<file path="src/rtl/usb_ep_dma.sv">
module usb_ep_dma #(
  parameter int NCH    = 8,
  parameter int AW     = 32,
  parameter int MAXPKT = 64,
  parameter int BEAT   = 4
) (
  input  logic                   clk,
  input  logic                   rst_n,
  input  logic                   reg_wr,
  input  logic                   reg_rd,
  input  logic [9:0]             reg_addr,
  input  logic [31:0]            reg_wdata,
  output logic [31:0]            reg_rdata,
  output logic                   irq,
  input  logic [15:0]            ep_req,
  output logic                   mem_req,
  input  logic                   mem_gnt,
  input  logic                   mem_err,
  output logic [AW-1:0]          mem_addr,
  output logic                   mem_write,
  output logic [1:0]             mem_burst,
  output logic [$clog2(BEAT):0]  mem_bytes,
  output logic [$clog2(NCH)-1:0] mem_chan
);
  localparam int CW  = 17;
  localparam int BW  = $clog2(BEAT) + 1;
  localparam int PW  = $clog2(MAXPKT) + 1;
  localparam int CHW = $clog2(NCH);
  localparam logic [CW-1:0] BEAT_C = CW'(BEAT);
  localparam logic [PW-1:0] PKT_C  = PW'(MAXPKT);

  logic [NCH-1:0] en, dir, mode, ie, berr, st;
  logic [NCH-1:0] rdy, fin, hit, wsel, set_v;
  logic [3:0]     ep    [NCH];
  logic [1:0]     burst [NCH];
  logic [AW-1:0]  addr  [NCH];
  logic [CW-1:0]  cnt   [NCH];
  logic [PW-1:0]  pkt   [NCH];
  logic [CHW-1:0] sel;
  logic [BW-1:0]  bytes;

  wire       win   = reg_addr[9] && (reg_addr[8:7] == 2'b00);
  wire [2:0] rch   = reg_addr[6:4];
  wire [1:0] roff  = reg_addr[3:2];
  wire       rd_st = reg_rd && win && (rch == 3'd0) && (roff == 2'd0);
  wire [CHW-1:0] ridx = rch[CHW-1:0];

  always_comb begin
    for (int i = 0; i < NCH; i++) begin
      rdy[i] = en[i] && (cnt[i] != '0) && ep_req[ep[i]] && (mode[i] || (pkt[i] < PKT_C));
      fin[i] = en[i] && ((cnt[i] == '0) || (!mode[i] && (pkt[i] >= PKT_C)));
    end
    sel = '0;
    for (int i = NCH - 1; i >= 0; i--)
      if (rdy[i]) sel = CHW'(i);
  end

  assign bytes     = (cnt[sel] < BEAT_C) ? cnt[sel][BW-1:0] : BW'(BEAT);
  assign mem_req   = |rdy;
  assign mem_chan  = sel;
  assign mem_addr  = addr[sel];
  assign mem_write = !dir[sel];
  assign mem_burst = burst[sel];
  assign mem_bytes = bytes;
  assign irq       = |(st & ie);

  for (genvar g = 0; g < NCH; g++) begin : g_ch
    assign wsel[g]  = reg_wr && win && (roff != 2'd0) && (rch == 3'(g));
    assign hit[g]   = mem_req && mem_gnt && (sel == CHW'(g));
    assign set_v[g] = !wsel[g] && (fin[g] || (hit[g] && mem_err));

    always_ff @(posedge clk or negedge rst_n) begin
      if (!rst_n) begin
        en[g] <= 1'b0; dir[g] <= 1'b0; mode[g] <= 1'b0; ie[g] <= 1'b0; berr[g] <= 1'b0;
        ep[g] <= '0; burst[g] <= '0; addr[g] <= '0; cnt[g] <= '0; pkt[g] <= '0;
      end else if (wsel[g]) begin
        case (roff)
          2'd1: begin
            en[g]    <= reg_wdata[0];
            dir[g]   <= reg_wdata[1];
            mode[g]  <= reg_wdata[2];
            ie[g]    <= reg_wdata[3];
            ep[g]    <= reg_wdata[7:4];
            burst[g] <= reg_wdata[10:9];
            berr[g]  <= 1'b0;
            pkt[g]   <= '0;
          end
          2'd2:    addr[g] <= reg_wdata[AW-1:0];
          default: cnt[g]  <= reg_wdata[CW-1:0];
        endcase
      end else if (fin[g]) begin
        en[g] <= 1'b0;
      end else if (hit[g]) begin
        if (mem_err) begin
          berr[g] <= 1'b1;
          en[g]   <= 1'b0;
        end else begin
          addr[g] <= addr[g] + AW'(bytes);
          cnt[g]  <= cnt[g] - CW'(bytes);
          pkt[g]  <= pkt[g] + PW'(bytes);
        end
      end
    end


    addr_step_chk: assert property (@(posedge clk) disable iff (!rst_n)
      (hit[g] && !mem_err && !wsel[g]) |=> (addr[g] == $past(addr[g]) + AW'($past(mem_bytes))));

    err_stop_chk: assert property (@(posedge clk) disable iff (!rst_n)
      (hit[g] && mem_err && !wsel[g]) |=> (!en[g] && berr[g] && st[g] && $stable(addr[g])));

    abort_idle_chk: assert property (@(posedge clk) disable iff (!rst_n)
      (wsel[g] && (roff == 2'd1) && !reg_wdata[0]) |=> !rdy[g]);

    pkt_cap_chk: assert property (@(posedge clk) disable iff (!rst_n)
      (en[g] && !mode[g]) |-> (pkt[g] <= PKT_C));
  end

  always_ff @(posedge clk or negedge rst_n) begin
    if (!rst_n)     st <= '0;
    else if (rd_st) st <= set_v;
    else            st <= st | set_v;
  end

  always_comb begin
    reg_rdata = '0;
    if (win && (int'(rch) < NCH)) begin
      case (roff)
        2'd0:    if (rch == 3'd0) reg_rdata = 32'(st);
        2'd1:    reg_rdata = {21'd0, burst[ridx], berr[ridx], ep[ridx], ie[ridx],
                              mode[ridx], dir[ridx], en[ridx]};
        2'd2:    reg_rdata = 32'(addr[ridx]);
        default: reg_rdata = 32'(cnt[ridx]);
      endcase
    end
  end


  lowest_wins_chk: assert property (@(posedge clk) disable iff (!rst_n)
    mem_req |-> ((rdy & ((NCH'(1) << mem_chan) - NCH'(1))) == '0));

  ep_gate_chk: assert property (@(posedge clk) disable iff (!rst_n)
    mem_req |-> (ep_req[ep[mem_chan]] && (cnt[mem_chan] != '0)));

  rd_clear_chk: assert property (@(posedge clk) disable iff (!rst_n)
    rd_st |=> ((st & ~$past(set_v)) == '0));

  irq_quiet_chk: assert property (@(posedge clk) disable iff (!rst_n)
    (st == '0) |-> !irq);
endmodule

</file>
<file path="config.mk">
export PLATFORM = sky130hd
export DESIGN_NAME = usb_ep_dma
export DESIGN_NICKNAME = d
export VERILOG_FILES = /design/src/rtl/usb_ep_dma.sv
export SDC_FILE = /design/constraint.sdc
export NUM_CORES = 2
export LEC_CHECK = 0
export BUFFER_PORTS_ARGS = -buffer_cell sky130_fd_sc_hd__buf_4
export CORE_AREA = 2 2 285 287
export CTS_CLUSTER_SIZE = 10
export DETAILED_ROUTE_END_ITERATION = 8
export DIE_AREA = 0 0 287 289
export PLACE_DENSITY = 0.71
export SYNTH_ARGS = -nofsm -noshare
export SYNTH_HDL_FRONTEND = slang
export SYNTH_SLANG_ARGS = --single-unit
</file>
<file path="constraint.sdc">
create_clock -name clk -period 7 [get_ports clk]
set_clock_uncertainty 0.15 [all_clocks]
set_input_delay 0.35 -clock clk [delete_from_list [all_inputs] [get_ports clk]]
set_output_delay 0.35 -clock clk [all_outputs]
set_load 0.005 [all_outputs]
</file>
==> impl_metrics.csv <==
group,metric,value,unit
clock_tree,cts_buffers,70,
detailed_routing,ant_nets,0,
worst_setup_path,required,7.33,ns
yosys,synth_cell_type_count,97,
finish,nFillCells,7155,
finish,final_common_cell,"a21oi_1",
floorplan,die_w,287,um
clock_tree,root_buffer,"clkbuf_16",
finish,final_util,55.57,%
placed_design,place_ws,0.3492,ns
yosys,seq_area_frac_synth,34.38,%
timing,fin_crit_sh,94.50,%
floorplan,die_y,289,um
yosys,yosys_register_bits,544,
placed_design,gp_congestion,0.9955,
timing,setup_viol_count_final,0,
detailed_routing,wl,155100,um
clock_tree,clock_path_buffers,3,
detailed_routing,top_layer_used,"met5",
finish,layout.area.seq,13610,sq um
run_status,outcome,"finished clean",
power,p_switching,2.897,mW
detailed_routing,dr_wl_met2,62170,um
worst_hold_path,hp-class,"in -> reg",
placed_design,port_buffers,136,
floorplan,start_util,49.56,%
timing,worst_slack,0.3848,ns
worst_setup_path,critPathArrivalTime,6.95,ns
floorplan,io_pins,139,
timing,slew_headroom,8.854,%
worst_setup_path,cp_max_fo,14,
power,seqPwrFrac,39.7,%
worst_setup_path,end_kind,"flop",
power,finalPower,8.969,mW
yosys,syn_inst,4619,
power,power.leakage,18.63,nW
finish,multi_input_area,24370,sq um
finish,area_delta_synth_final,12.13,%
timing,fmax,151.2,MHz
placed_design,place_area,42090,sq um
job,drv_cap,0,
power,p_int,6.072,mW
yosys,syn-num-nets,4783,
worst_setup_path,worst_setup_path_start_kind,"flop",
power,p_clk_share,38.5,%
floorplan,die-area,82940,sq um
clock_tree,cts.sinks,544,
yosys,ys_dominant_reg_cell,"dfrtp_1",
yosys,synth.area.top_cells,"dfrtp_1, mux4_2, a21oi_1",
power,switching_share,32.30,%
grt,grt_first_pass_wirelength,230400,um
clock_tree,cts_tree,"done",
yosys,syn_area_per_cell,8.573,sq um
grt,grt_pass1_vias,36008,
timing,worstMarginPinSlew,1.333,ns
power,p_per_area,202.0,nW/um^2
finish,drive_gt1_share,16.00,%
power,irDropWorstVdd,155.6,uV
clock_tree,htree_levels,3,
clock_tree,clk_pin_slew,0.06,ns
yosys,yosysTopAreaCellShare,34.38,%
grt,grt_remaining_overflow,0,
timing,final.setup.tns,0,ns
yosys,synth_largest_area_cell,"dfrtp_1",
power,power_frac_comb,21.8,%
grt,track_usage,36.76,%
timing,fin_crit,6.615,ns
detailed_routing,firstDrtPassIters,7,
finish,most-common-layout-cells,"a21oi_1, nand2_1, dfrtp_1",
floorplan,core_area,79900,sq um
finish,nets,4834,
detailed_routing,routed-wl-met3,24080,um
floorplan,num_rows,104,
placed_design,dpl.hpwl,108400,um
detailed_routing,drc_errors,0,
worst_setup_path,criticalPathCategory,"reg -> reg",
yosys,synth_warnings,0,
detailed_routing,wl_met1,60880,um
detailed_routing,viasPerCell,6.916,
finish,fin_area,44400,sq um
yosys,synth_area,39600,sq um
clock_tree,clk_latency,0.63,ns
grt,antenna_found_initial,5,
yosys,synth_edf_count,0,
detailed_routing,vias,39903,
yosys,synthArstFlopShare,100.0,%
timing,hold_viol,0,
grt,grt_max_degree,139,
detailed_routing,wire_per_inst,26.88,um
timing,slew_violations,0,
detailed_routing,drt_iter0_drc,5679,
==> through the flow <==
| stage | cells | hold slack [ns] |
|---|---|---|
| 2_1_floorplan | 4619 | -0.09559 |
| 6_report | 5770 | 0.03735 |
| 3_5_place_dp | 5637 | 0.3151 |
| 5_1_grt | 5767 | 0.04786 |
| 3_3_place_gp | 5637 | 0.3211 |
| 4_1_cts | 5759 | 0.0005315 |
==> kinds of logic after synthesis <==
family	after synthesis	share of synthesized area, %
adders and majority gates	100	3.615
buffers and inverters	455	4.506
AOI/OAI and AO/OA	1615	25.03
DFF	544	34.38
and+or+nand+nor	1512	17.51
xor gates and xnor gates	42	0.9290
muxes	351	14.04
==> registers in the layout, summed over array words and instances, names as in the netlist <==
signal / count
cnt: 136
pkt: 56
burst: 16
ie: 8
berr: 8
dir: 8
mode: 8
addr: 256
st: 8
en: 8
ep: 32
==> cell type report <==
type	instances	area share, %
sequential	544	30.66
tap	1060	2.987
multi-input combinational	3620	54.90
inverter	107	0.9074
clock inverter	12	0.2395
clock buffer	96	4.438
timing repair buffer	327	5.845
antenna	4	0.02254
==> power by group through the flow <==
stage	registers, mW	logic [mW]	clock network (mW)
CTS	3.54	1.89	3.46
floorplan	3.52	1.16	0
finish	3.56	1.96	3.45
global placement	3.59	1.84	0
detailed placement	3.59	1.87	0
global route	3.57	2.10	3.59
==> final timing paths <==
| path | from | end | slack [ns] | cells after the start |
|---|---|---|---|---|
| worst max-delay path | cnt[57]$_DFFE_PN0P_ | addr[190]$_DFFE_PN0P_ | 0.38 | 26 |
| worst min-delay path | reg_wdata[27] | addr[91]$_DFFE_PN0P_ | 0.04 | 3 |
| worst max register to register | cnt[57]$_DFFE_PN0P_ | addr[190]$_DFFE_PN0P_ | 0.38 | 26 |
| worst min register to register | pkt[37]$_DFFE_PN0P_ | pkt[37]$_DFFE_PN0P_ | 0.34 | 2 |
| max in group asynchronous | rst_n | cnt[69]$_DFFE_PN0P_ | 5.10 | 3 |
| min in group asynchronous | rst_n | cnt[5]$_DFFE_PN0P_ | 0.25 | 2 |
==> worst max-delay path: stages, from the launching register on <==
cell and delay, ns:
dfrtp_1 0.45, nor3_1 0.22, nand4_1 0.24, o32a_1 0.51, o2111a_1 0.26, a221oi_4 0.36
buf_4 0.19, mux2_2 0.34, o211a_1 0.14, a2111oi_2 0.33, nand4_1 0.13, buf_4 0.18
a21oi_4 0.22, buf_12 0.20, ha_1 0.19, inv_1 0.05, fa_1 0.37, nor2b_1 0.17
o211a_1 0.22, and4_1 0.30, and2_1 0.21, nand2_1 0.13, nor2_2 0.18, nand4_1 0.20
or3_1 0.34, o21ai_0 0.08, a21oi_1 0.09
==> what timing repair did <==
action                                  in CTS  in global routing
hold buffers                                14                  0
endpoints found under the setup margin       0                 32
setup buffers                                0                  7
endpoints found under the hold margin      125                  0
gates resized for setup                      0                  7
==> routing by layer <==
| layer | GRT usage [%] | up-vias |
|---|---|---|
| met5 | 0 | - |
| met4 | 16.50 | 2 |
| met3 | 12.55 | 409 |
| met2 | 50.13 | 2787 |
| met1 | 52.46 | 19374 |
| li1 | - | 17331 |
==> synthesized netlist by cell type, types with 25 or more instances <==
cell type,number
o22ai_1,102
a31oi_1,52
mux2i_1,83
nand3_1,136
a22oi_1,39
nor4_1,28
buf_2,37
dfrtp_1,544
nand4_1,43
a211oi_1,25
o21ai_0,378
a22o_1,36
ha_1,76
inv_1,105
mux2_2,116
clkbuf_1,262
nand2_1,567
a21o_1,57
xnor2_1,28
nor3_1,112
buf_1,42
a221oi_1,53
o22a_1,43
a21oi_1,592
a2bb2oi_1,26
or3_1,33
nor2_1,377
and3_1,51
nor2b_1,29
nand2b_1,28
mux4_2,151
Power figures use the tool's default switching activity.
